===== src/rtl/brr_pkg.sv =====
package brr_pkg;

    localparam int NUM_SLAVES = 5;

    typedef enum logic [2:0] {
        SLV_ROM   = 3'd0,
        SLV_OCRAM = 3'd1,
        SLV_SDRAM = 3'd2,
        SLV_WINA  = 3'd3,
        SLV_WINB  = 3'd4
    } slave_e;

    // Bit order matches cfg_wr_data: bit0 at the bottom
    typedef struct packed {
        logic winb_vis;
        logic wina_vis;
        logic other_low_ocram;
        logic cpu_low_ocram;
    } remap_ctrl_t;

    localparam int CTRL_W = $bits(remap_ctrl_t);
    localparam remap_ctrl_t CTRL_RESET = '0;

    typedef struct packed {
        logic   err;
        slave_e slv;
    } route_t;

endpackage


===== src/rtl/brr_ctrl_reg.sv =====
module brr_ctrl_reg
    import brr_pkg::*;
(
    input  logic              clk,
    input  logic              rst_n,
    input  logic              wr_en,
    input  logic [CTRL_W-1:0] wr_data,
    output remap_ctrl_t       ctrl_q
);

    remap_ctrl_t ctrl_d;

    always_comb begin
        ctrl_d = ctrl_q;
        if (wr_en) begin
            ctrl_d = remap_ctrl_t'(wr_data);
        end
    end

    always_ff @(posedge clk or negedge rst_n) begin
        if (!rst_n) begin
            ctrl_q <= CTRL_RESET;
        end else begin
            ctrl_q <= ctrl_d;
        end
    end

    // a write replaces every bit
    p_write_whole_r10: assert property (@(posedge clk) disable iff (!rst_n)
        wr_en |=> (ctrl_q == remap_ctrl_t'($past(wr_data))));

    // no write, no change
    p_hold_r10: assert property (@(posedge clk) disable iff (!rst_n)
        !wr_en |=> $stable(ctrl_q));

endmodule


===== src/rtl/brr_low_decode.sv =====
module brr_low_decode
    import brr_pkg::*;
#(
    parameter int ADDR_W     = 32,
    parameter int SMALL_LOG2 = 16,
    parameter int LOW_LOG2   = 20
) (
    input  logic [ADDR_W-1:0] addr,
    input  logic              is_cpu,
    input  logic              cpu_low_ocram,
    input  logic              other_low_ocram,
    output route_t            route
);

    localparam logic [ADDR_W-1:0] ONE       = {{(ADDR_W-1){1'b0}}, 1'b1};
    localparam logic [ADDR_W-1:0] SMALL_TOP = ONE << SMALL_LOG2;
    localparam logic [ADDR_W-1:0] LOW_TOP   = ONE << LOW_LOG2;

    logic   small_mem_d;
    slave_e low_target_d;

    always_comb begin
        // Which 64 KiB memory, if any, sits at address 0 for this class
        small_mem_d  = is_cpu | other_low_ocram;
        low_target_d = SLV_OCRAM;
        if (is_cpu && !cpu_low_ocram) begin
            low_target_d = SLV_ROM;
        end

        route.err = 1'b0;
        route.slv = SLV_SDRAM;
        if (addr < LOW_TOP && small_mem_d) begin
            if (addr < SMALL_TOP) begin
                route.slv = low_target_d;
            end else begin
                route.err = 1'b1;
            end
        end
    end

endmodule


===== src/rtl/brr_high_decode.sv =====
module brr_high_decode
    import brr_pkg::*;
#(
    parameter int                ADDR_W      = 32,
    parameter int                ALIAS_LOG2  = 16,
    parameter logic [ADDR_W-1:0] ROM_ALIAS   = 32'hFFFD_0000,
    parameter logic [ADDR_W-1:0] OCRAM_ALIAS = 32'hFFFF_0000,
    parameter logic [ADDR_W-1:0] WINA_BASE   = 32'hC000_0000,
    parameter int                WINA_LOG2   = 29,
    parameter logic [ADDR_W-1:0] WINB_BASE   = 32'hFF20_0000,
    parameter int                WINB_LOG2   = 21
) (
    input  logic [ADDR_W-1:0] addr,
    input  logic              wina_vis,
    input  logic              winb_vis,
    output route_t            route
);

    logic hit_rom_d, hit_ocram_d, hit_wina_d, hit_winb_d;

    always_comb begin
        hit_rom_d   = (addr >> ALIAS_LOG2) == (ROM_ALIAS   >> ALIAS_LOG2);
        hit_ocram_d = (addr >> ALIAS_LOG2) == (OCRAM_ALIAS >> ALIAS_LOG2);
        hit_wina_d  = (addr >> WINA_LOG2)  == (WINA_BASE   >> WINA_LOG2);
        hit_winb_d  = (addr >> WINB_LOG2)  == (WINB_BASE   >> WINB_LOG2);

        route.err = 1'b1;
        route.slv = SLV_SDRAM;
        if (hit_rom_d) begin
            route.err = 1'b0;
            route.slv = SLV_ROM;
        end else if (hit_ocram_d) begin
            route.err = 1'b0;
            route.slv = SLV_OCRAM;
        end else if (hit_wina_d) begin
            route.err = !wina_vis;
            route.slv = SLV_WINA;
        end else if (hit_winb_d) begin
            route.err = !winb_vis;
            route.slv = SLV_WINB;
        end
    end

endmodule


===== src/rtl/boot_remap_decoder.sv =====
module boot_remap_decoder
    import brr_pkg::*;
#(
    parameter int                ADDR_W      = 32,
    parameter int                SMALL_LOG2  = 16,
    parameter int                LOW_LOG2    = 20,
    parameter logic [ADDR_W-1:0] SDRAM_TOP   = 32'hC000_0000,
    parameter logic [ADDR_W-1:0] ROM_ALIAS   = 32'hFFFD_0000,
    parameter logic [ADDR_W-1:0] OCRAM_ALIAS = 32'hFFFF_0000,
    parameter logic [ADDR_W-1:0] WINA_BASE   = 32'hC000_0000,
    parameter int                WINA_LOG2   = 29,
    parameter logic [ADDR_W-1:0] WINB_BASE   = 32'hFF20_0000,
    parameter int                WINB_LOG2   = 21
) (
    input  logic                  clk,
    input  logic                  rst_n,
    input  logic                  cfg_wr_en,
    input  logic [CTRL_W-1:0]     cfg_wr_data,
    input  logic [ADDR_W-1:0]     req_addr,
    input  logic                  req_is_cpu,
    output logic [NUM_SLAVES-1:0] slave_sel,
    output logic                  dec_err
);

    localparam logic [ADDR_W-1:0] ONE       = {{(ADDR_W-1){1'b0}}, 1'b1};
    localparam logic [ADDR_W-1:0] SMALL_TOP = ONE << SMALL_LOG2;
    localparam logic [ADDR_W-1:0] LOW_TOP   = ONE << LOW_LOG2;

    remap_ctrl_t ctrl_q;
    route_t      low_route, high_route, pick_d;

    brr_ctrl_reg u_ctrl (
        .clk     (clk),
        .rst_n   (rst_n),
        .wr_en   (cfg_wr_en),
        .wr_data (cfg_wr_data),
        .ctrl_q  (ctrl_q)
    );

    brr_low_decode #(
        .ADDR_W     (ADDR_W),
        .SMALL_LOG2 (SMALL_LOG2),
        .LOW_LOG2   (LOW_LOG2)
    ) u_low (
        .addr            (req_addr),
        .is_cpu          (req_is_cpu),
        .cpu_low_ocram   (ctrl_q.cpu_low_ocram),
        .other_low_ocram (ctrl_q.other_low_ocram),
        .route           (low_route)
    );

    brr_high_decode #(
        .ADDR_W      (ADDR_W),
        .ALIAS_LOG2  (SMALL_LOG2),
        .ROM_ALIAS   (ROM_ALIAS),
        .OCRAM_ALIAS (OCRAM_ALIAS),
        .WINA_BASE   (WINA_BASE),
        .WINA_LOG2   (WINA_LOG2),
        .WINB_BASE   (WINB_BASE),
        .WINB_LOG2   (WINB_LOG2)
    ) u_high (
        .addr     (req_addr),
        .wina_vis (ctrl_q.wina_vis),
        .winb_vis (ctrl_q.winb_vis),
        .route    (high_route)
    );

    always_comb begin
        pick_d = (req_addr < SDRAM_TOP) ? low_route : high_route;
    end

    assign dec_err = pick_d.err;

    for (genvar i = 0; i < NUM_SLAVES; i++) begin : g_sel
        localparam slave_e IDX = slave_e'(i);
        assign slave_sel[i] = !pick_d.err && (pick_d.slv == IDX);
    end

    localparam logic [NUM_SLAVES-1:0] SEL_ROM   = 5'b00001;
    localparam logic [NUM_SLAVES-1:0] SEL_OCRAM = 5'b00010;
    localparam logic [NUM_SLAVES-1:0] SEL_SDRAM = 5'b00100;

    // a select or an error, never both, never neither
    p_one_outcome_r11: assert property (@(posedge clk) disable iff (!rst_n)
        $countones({slave_sel, dec_err}) == 1);

    // middle range is SDRAM regardless of class and control
    p_sdram_mid_r5: assert property (@(posedge clk) disable iff (!rst_n)
        (req_addr >= LOW_TOP && req_addr < SDRAM_TOP) |-> slave_sel == SEL_SDRAM);

    // fixed aliases never move
    p_rom_alias_r6: assert property (@(posedge clk) disable iff (!rst_n)
        ((req_addr >> SMALL_LOG2) == (ROM_ALIAS >> SMALL_LOG2)) |-> slave_sel == SEL_ROM);
    p_ocram_alias_r6: assert property (@(posedge clk) disable iff (!rst_n)
        ((req_addr >> SMALL_LOG2) == (OCRAM_ALIAS >> SMALL_LOG2)) |-> slave_sel == SEL_OCRAM);

    // hole above a 64 KiB low memory
    p_low_hole_r4: assert property (@(posedge clk) disable iff (!rst_n)
        (req_addr >= SMALL_TOP && req_addr < LOW_TOP
         && (req_is_cpu || ctrl_q.other_low_ocram)) |-> dec_err);

    // hidden window A errors
    p_hidden_a_r7: assert property (@(posedge clk) disable iff (!rst_n)
        (((req_addr >> WINA_LOG2) == (WINA_BASE >> WINA_LOG2)) && !ctrl_q.wina_vis) |-> dec_err);

    // hidden window B errors
    p_hidden_b_r8: assert property (@(posedge clk) disable iff (!rst_n)
        (((req_addr >> WINB_LOG2) == (WINB_BASE >> WINB_LOG2)) && !ctrl_q.winb_vis) |-> dec_err);

endmodule


===== config.mk =====
export PLATFORM = sky130hd
export DESIGN_NAME = boot_remap_decoder
export DESIGN_NICKNAME = d
export VERILOG_FILES = /design/src/rtl/brr_pkg.sv /design/src/rtl/brr_ctrl_reg.sv /design/src/rtl/brr_low_decode.sv /design/src/rtl/brr_high_decode.sv /design/src/rtl/boot_remap_decoder.sv
export SDC_FILE = /design/constraint.sdc
export NUM_CORES = 1
export LEC_CHECK = 0
export BUFFER_PORTS_ARGS = -buffer_cell sky130_fd_sc_hd__buf_4
export CELL_PAD_IN_SITES_DETAIL_PLACEMENT = 1
export CELL_PAD_IN_SITES_GLOBAL_PLACEMENT = 1
export CORE_MARGIN = 10
export CORE_UTILIZATION = 20
export CTS_CLUSTER_DIAMETER = 50
export DETAILED_ROUTE_END_ITERATION = 8
export PLACE_DENSITY_LB_ADDON = 0.15
export SLEW_MARGIN = 0
export SYNTH_ARGS = -nofsm -noshare
export SYNTH_HDL_FRONTEND = slang
export SYNTH_SLANG_ARGS = --single-unit

===== constraint.sdc =====
create_clock -name clk -period 3.8 [get_ports clk]
set_clock_uncertainty 0.2 [all_clocks]
set_input_delay 0.38 -clock clk [delete_from_list [all_inputs] [get_ports clk]]
set_output_delay 0.38 -clock clk [all_outputs]
set_load 0.005 [all_outputs]

==> flow_summary.yaml, run 1 <==
setup_path:
  worstPathArrival_ns: 1.68
  end_kind: "output pin"
  critPathMaxStageDelay_ns: 0.54
  path_cells: "buf_4, or4_4, nand2_1, o32ai_1, a2111oi_2, buf_4"
  path_class: "input port to output pin"
  critPathLaunchType: "input port"
  crit_slowest_cell: "or4_4"
  crit_required_ns: 3.22
  crit_top_cell: "buf_4"
  path_max_fanout: 3
synthesis:
  syn_inst: 43
  syn_avg_cell_area_um2: 8.38
  yosys.area_share.simple_pct: 42.0
  synthTopCellsByCount: "nand2_1 (5), dfrtp_1 (4), mux2_2 (4), nor2_1 (4), nor4_1 (4)"
  synth-async-reset-ratio_pct: 100
  synth_most_common_cell: "nand2_1"
  synthFlopType: "dfrtp_1"
  synthTopCellsByArea: "dfrtp_1 (28%), mux2_2 (13%), nor4_1 (6.9%)"
  synth_top_family_by_area: "simple AND/OR/NAND/NOR gates"
  synth_top_area_share_pct: 27.8
  synth-warning-count: 0
  synthXorXnorAreaFrac_pct: 0
  synthAdderAreaFrac_pct: 0
  yosysTopAreaCell: "dfrtp_1"
  ys_types: 20
  synthesis.nets: 83
  yosysSeqAreaShare_pct: 27.8
  synth_mux_area_share_pct: 12.5
  syn_area_um2: 360
  ys_seq_elements: 4
  synth_edf_count: 0
  synth-compound-area-share_pct: 17.7
sta:
  worst_slack_ns: 1.54
  fmax_mhz: 442
  rsz0062_at_grt: "no"
  holdWs_ns: 0.183
  fin_crit_ns: 2.26
  hold_violations: 0
  tightest_slew_ns: 0.542
  slew_violations: 0
  relSlewSlack_pct: 63.5
  period_share_pct: 59.5
  setup_viol: 0
  fin_tns_setup_ns: 0
power_and_ir_drop:
  ir_drop_v: 0.000138
  leakage_nw: 0.296
  p_total_mw: 0.147
  power_density_nw_per_um2: 229
finish:
  largest_reg_flops: 4
  reg.largest.list: "u_ctrl.ctrl_q (4)"
  area_growth_syn_to_layout_pct: 78.1
  drive_gt1_share_pct: 52.6
  antennaDiodeCount: 0
  regMostFlops: "u_ctrl.ctrl_q"
  final_nets: 118
  layout.cells.non_filler: 101
clocking:
  clock_latency_ns: 0.23
  tritoncts.num_buffers: 3
  clk_pin_slew_ns: 0.04
  cts_buffer_depth: 2
  htreeDepth: 1
  root_buffer: "clkbuf_4"
  cts_tree: "yes"
  cts.sinks: 4
route:
  finalWirelength_mm: 1.40
  met3_length_um: 74
  wl_per_cell_um: 13.8
  viasPerCell: 4.64
  m1WireLength_um: 634
  routed.top_layer: "met3"
  met2_wirelength_um: 687
  dr.pass1.iters: 2
  vias: 469
  drtIter0Drc: 7
  drc: 0
  drtAntennaViolNets: 0
place:
  place_congestion: 0.691
  port_buffers: 29
  pre_cts_ws_ns: 1.54
  dp.cells: 97
  place_hpwl_mm: 1.25
outcome:
  outcome: "completed"
die:
  dieHeight_um: 62.4
  die_width_um: 62.4
  die-area_um2: 3900
  start_util_pct: 20.9
  core_area_um2: 1730
  fp-row-count: 15
  ios: 46
grt:
  antenna_found_initial: 0
  grt_pass1_wl_mm: 2.41
  grt_pass1_vias: 525
  grt-ovfl-total: 0
  grt_usage_pct: 7.51
  grt_max_degree: 6
worst_hold_path:
  hp-class: "input port to flop"
run:
  max-cap-violations: 0
final timing paths:
path,from,to,slack (ns),cells after the start
setup / recovery,req_addr[19],slave_sel[2],1.54,6
hold / removal,cfg_wr_data[1],u_ctrl.ctrl_q[1],0.18,2
setup reg to reg,u_ctrl.ctrl_q[1],u_ctrl.ctrl_q[1],2.84,1
hold reg to reg,u_ctrl.ctrl_q[0],u_ctrl.ctrl_q[0],0.31,1
max in group asynchronous,rst_n,u_ctrl.ctrl_q[0],3.01,2
min in group asynchronous,rst_n,u_ctrl.ctrl_q[1],0.29,2
report_power, final:
part | switching [mW] | internal [mW]
registers | 0.00233 | 0.0471
clock network | 0.0168 | 0.0353
logic | 0.0164 | 0.0289
what timing repair did:
item                      CTS  global route
buffers inserted            0             0
hold buffers                1             0
hold endpoints to repair    4             0
resized for setup           0             0
kinds of logic after synthesis:
kind of cell    after synthesis
compound gates                8
mux                           4
flops                         4
simple gates                 27
critical path, delay by kind of cell:
kind                   cells  cell delay [ns]
AND/OR/NAND/NOR            2             0.63
AO/OA/AOI/OAI              2             0.40
buffers and inverters      2             0.28
stage by stage:
step | area [µm²] | util [%]
2_1_floorplan | 360 | -
3_3_place_gp | 609 | 35.3
3_5_place_dp | 609 | 35.3
4_1_cts | 642 | 37.2
5_1_grt | 642 | 37.2
6_report | 642 | 37.2
routing by layer:
layer / vias to the layer above / GRT usage [%]
met2: 18 / 12.8
li1: 236 / -
met3: 0 / 1.79
met5: - / 0
met4: 0 / 4.19
met1: 215 / 8.29
area by class of cell:
class	count	area (µm²)
Sequential cell	4	100
Timing Repair Buffer	30	228
Clock buffer	3	22.5
Multi-Input combinational cell	39	260
Tap cell	25	31.3
Fill cell	215	1080
cell usage in the layout, fill, tap and decap left out:
cell type and instances:
a2111oi_2 1, a21boi_0 1, a21oi_1 2, a2bb2oi_1 1
and2_1 2, and3_1 2, and3b_1 1, buf_4 29
clkbuf_4 3, dfrtp_1 4, dlygate4sd3_1 1, mux2_2 4
nand2_1 5, nand2b_1 2, nand3_1 2, nand4_1 2
nor2_1 4, nor4_1 4, o2111ai_1 1, o21ai_0 1
o32ai_1 1, or2_2 2, or4_4 1
No activity file was read; power rests on OpenSTA's default activity.
==> inputs of run 2 (changes only) <==
CORE_UTILIZATION = 18   (was 20)
clock period = 2.35 ns   (was 3.8 ns; I/O delays follow)
==> run 2 against run 1 <==
Net effect: first-iteration DRC count down 57%; non-clock buffer count unchanged; global-route usage is 0.73 points lower; core utilization decreased by 4.0 points; clock-buffer cell count did not move; critical path depth fell by 2; final cell count grew 2.0%; combinational power is 63% higher; largest power group unchanged; highest routed layer unchanged.
==> flow_summary.yaml, run 2 (same netlist as run 1, synthesis figures left out) <==
die:
  start_util_pct: 18.6
  ios: 46
  die-area_um2: 4190
  die_width_um: 64.7
  core_area_um2: 1940
  fp-row-count: 16
  dieHeight_um: 64.7
sta:
  hold_violations: 0
  period_share_pct: 86.4
  fin_crit_ns: 2.03
  slew_violations: 0
  relSlewSlack_pct: 65.0
  setup_viol: 0
  rsz0062_at_grt: "no"
  fmax_mhz: 493
  fin_tns_setup_ns: 0
  tightest_slew_ns: 0.520
place:
  dp.cells: 99
  place_hpwl_mm: 1.29
  place_congestion: 0.752
  port_buffers: 29
  placed_area_um2: 612
finish:
  fillers: 252
  multi_input_area_um2: 260
  final_nets: 118
  ff_latch_area_um2: 100
  finish.instance_area_um2: 644
  final_common_cell: "buf_4"
  area_growth_syn_to_layout_pct: 78.8
  fin_util_pct: 33.2
  antennaDiodeCount: 0
  regMostFlops: "u_ctrl.ctrl_q"
  largest_reg_flops: 4
  layout.cells.non_filler: 103
  reg.largest.list: "u_ctrl.ctrl_q (4)"
  layout_common_cells: "buf_4 (29), nand2_1 (5)"
  drive_gt1_share_pct: 52.6
power_and_ir_drop:
  p_total_mw: 0.240
  power_density_nw_per_um2: 373
  leakage_nw: 0.296
  ir_drop_v: 0.000213
setup_path:
  critPathLaunchType: "flop"
  crit_required_ns: 1.91
  reg2reg_slack_ns: 1.39
  end_kind: "output pin"
  path_max_fanout: 3
  worstPathArrival_ns: 1.59
  path_class: "flop to output pin"
grt:
  grt_usage_pct: 6.77
  grt_max_degree: 6
  grt-ovfl-total: 0
  antenna_found_initial: 0
  grt_pass1_wl_mm: 2.36
  grt_pass1_vias: 538
clocking:
  clock_latency_ns: 0.23
  cts.sinks: 4
  root_buffer: "clkbuf_4"
  cts_tree: "yes"
  cts_resized: 0
  htreeDepth: 1
  cts_buffer_depth: 2
  tritoncts.num_buffers: 3
  clk_pin_slew_ns: 0.04
route:
  viasPerCell: 4.50
  finalWirelength_mm: 1.43
  wl_per_cell_um: 13.8
  drtAntennaViolNets: 0
  vias: 464
  drtIter0Drc: 3
  dr.pass1.iters: 2
  drc: 0
run:
  max-cap-violations: 0
worst_hold_path:
  hp-class: "input port to flop"
outcome:
  outcome: "completed"
run 2: path summary, 6_finish.rpt:
path	start	endpoint	depth (start not counted)
max	u_ctrl.ctrl_q[1]	slave_sel[2]	4
min	cfg_wr_data[2]	u_ctrl.ctrl_q[2]	2
max reg2reg	u_ctrl.ctrl_q[3]	u_ctrl.ctrl_q[3]	1
min reg2reg	u_ctrl.ctrl_q[2]	u_ctrl.ctrl_q[2]	1
max in group asynchronous	rst_n	u_ctrl.ctrl_q[0]	2
min in group asynchronous	rst_n	u_ctrl.ctrl_q[3]	2
run 2: critical path: stages (launching register included):
cell	delay [ns]
dfrtp_1	0.37
o2111ai_1	0.29
o21ai_0	0.17
a2111oi_2	0.37
buf_4	0.17
run 2: per-layer routing:
| metal | share of wire, % | vias up | wire length [µm] | GRT usage, % |
|---|---|---|---|---|
| met4 | 0 | 0 | 0 | 2.41 |
| met5 | 0 | - | 0 | 0 |
| li1 | - | 234 | - | - |
| met1 | 44 | 217 | 623 | 8.05 |
| met3 | 5.1 | 0 | 73 | 1.72 |
| met2 | 51 | 13 | 729 | 11.5 |
run 2: layout make-up:
cell class                 instances  area share (%)
multi-input combinational         39            40.4
timing repair buffer              30            35.3
sequential                         4            15.5
tap                               27            5.24
clock buffer                       3            3.50
run 2: power by group:
part           leakage (nW)  switching, mW  internal [mW]
Sequential           0.0468        0.00374         0.0762
Clock                0.0138         0.0293         0.0572
Combinational         0.235         0.0271         0.0467
Total                 0.296         0.0602          0.180
run 2: metrics by stage:
stage	setup WS (ns)	hold slack, ns
final	0.320	0.0339
after floorplan	0.682	-0.261
after global placement	0.357	-0.166
after global routing	0.190	0.0347
after CTS	0.285	0.0286
after detailed placement	0.372	-0.166
run 2: repair_timing:
item	CTS	global route
setup buffers	0	0
endpoints found under the setup margin	0	0
hold buffers	1	0
hold endpoints to repair	4	0
==> inputs of run 3 (changes only) <==
PLACE_DENSITY_LB_ADDON = 0.08   (was 0.15)
==> run 3 against run 2 <==
Net effect: maximum frequency is 1.8% higher; sequential share of layout area stayed put; total power shrank 1.5%; hold slack gained 0.0028 ns; routed wire length is 4.2% higher; clock-buffer cell count unchanged; combinational power hardly changed; die area stayed put; largest power group unchanged.
==> flow_summary.yaml, run 3 (same netlist as run 1, synthesis figures left out) <==
outcome:
  outcome: "completed"
sta:
  fmax_mhz: 501
  fin_tns_setup_ns: 0
  worst_slack_ns: 0.356
  slew_violations: 0
  holdWs_ns: 0.0366
  hold_violations: 0
  relSlewSlack_pct: 59.9
  setup_viol: 0
  rsz0062_at_grt: "no"
  fin_crit_ns: 1.99
  tightest_slew_ns: 0.596
  period_share_pct: 84.9
clocking:
  cts.sinks: 4
  cts_buffer_depth: 2
  clock_latency_ns: 0.23
  clk_pin_slew_ns: 0.04
  root_buffer: "clkbuf_4"
  cts_resized: 0
  cts_tree: "yes"
  tritoncts.num_buffers: 3
  htreeDepth: 1
route:
  viasPerCell: 4.48
  dr.pass1.iters: 3
  finalWirelength_mm: 1.49
  drtAntennaViolNets: 0
  vias: 461
  wl_per_cell_um: 14.4
  drc: 0
  drtIter0Drc: 15
die:
  die_width_um: 64.7
  ios: 46
  start_util_pct: 18.6
  fp-row-count: 16
  die-area_um2: 4190
  core_area_um2: 1940
  dieHeight_um: 64.7
grt:
  grt_max_degree: 6
  antenna_found_initial: 0
  grt_usage_pct: 7.25
  grt-ovfl-total: 0
  grt_pass1_vias: 519
  grt_pass1_wl_mm: 2.48
finish:
  layout_common_cells: "buf_4 (29), nand2_1 (5)"
  final_nets: 118
  drive_gt1_share_pct: 52.6
  finish.instance_area_um2: 644
  antennaDiodeCount: 0
  largest_reg_flops: 4
  final_common_cell: "buf_4"
  regMostFlops: "u_ctrl.ctrl_q"
  area_growth_syn_to_layout_pct: 78.8
  reg.largest.list: "u_ctrl.ctrl_q (4)"
place:
  pre_cts_ws_ns: 0.383
  place_hpwl_mm: 1.33
  place_congestion: 0.683
  port_buffers: 29
  placed_area_um2: 612
setup_path:
  path_class: "flop to output pin"
  crit_buf_inv: 1
  path_cells: "o2111ai_1, o21ai_0, a2111oi_2, buf_4"
  end_kind: "output pin"
  path_delay_family: "compound AO/OA/AOI/OAI gates"
  critPathLaunchType: "flop"
  path_max_fanout: 3
  crit_required_ns: 1.91
  crit_slowest_cell: "dfrtp_1"
  critPathMaxStageDelay_ns: 0.37
  worstPathArrival_ns: 1.56
run:
  max-cap-violations: 0
worst_hold_path:
  hp-class: "input port to flop"
power_and_ir_drop:
  ir_drop_v: 0.000453
  power_density_nw_per_um2: 367
  leakage_nw: 0.296
==> run 3: cell counts in the layout (fill, tap and decap cells not counted) <==
Identical to the previous run, type by type.
==> run 3: final timing paths <==
kind / startpoint / to / slack [ns] / cells past startpoint
max in group asynchronous: rst_n / u_ctrl.ctrl_q[0] / 1.71 / 2
max: u_ctrl.ctrl_q[1] / slave_sel[2] / 0.36 / 4
min reg2reg: u_ctrl.ctrl_q[0] / u_ctrl.ctrl_q[0] / 0.30 / 1
max reg2reg: u_ctrl.ctrl_q[3] / u_ctrl.ctrl_q[3] / 1.38 / 1
min in group asynchronous: rst_n / u_ctrl.ctrl_q[2] / 0.14 / 2
min: cfg_wr_data[2] / u_ctrl.ctrl_q[2] / 0.04 / 2
==> run 3: through the flow <==
| step | cells | utilization, % | total power, mW |
|---|---|---|---|
| floorplan | 43 | - | 0.105 |
| global placement | 99 | 31.5 | 0.155 |
| detailed placement | 99 | 31.5 | 0.155 |
| CTS | 103 | 33.2 | 0.244 |
| global route | 103 | 33.2 | 0.253 |
| finish | 103 | 33.2 | 0.237 |
==> run 3: where the power goes <==
group | switching (mW) | internal (mW) | total, mW
clock | 0.0261 | 0.0570 | 0.0831
combinational | 0.0270 | 0.0467 | 0.0737
sequential | 0.00374 | 0.0762 | 0.0799
==> run 3: per-layer routing <==
layer  wire, µm  GRT usage [%]  share of wire, %
met1        743           9.20                50
met3         82           3.61               5.5
met4          0              0                 0
met5          0              0                 0
met2        659           11.5                44
==> run 3: timing repair <==
item	4_1_cts	5_1_grt
hold buffers	1	0
setup buffers	0	0
hold endpoints to repair	4	0
==> run 3: area by class of cell <==
type,count,area [µm²]
fillers,251,1300
multi-input cells,39,260
repair buffers,30,228
flip-flops and latches,4,100
well taps,27,33.8
clock buffers,3,22.5
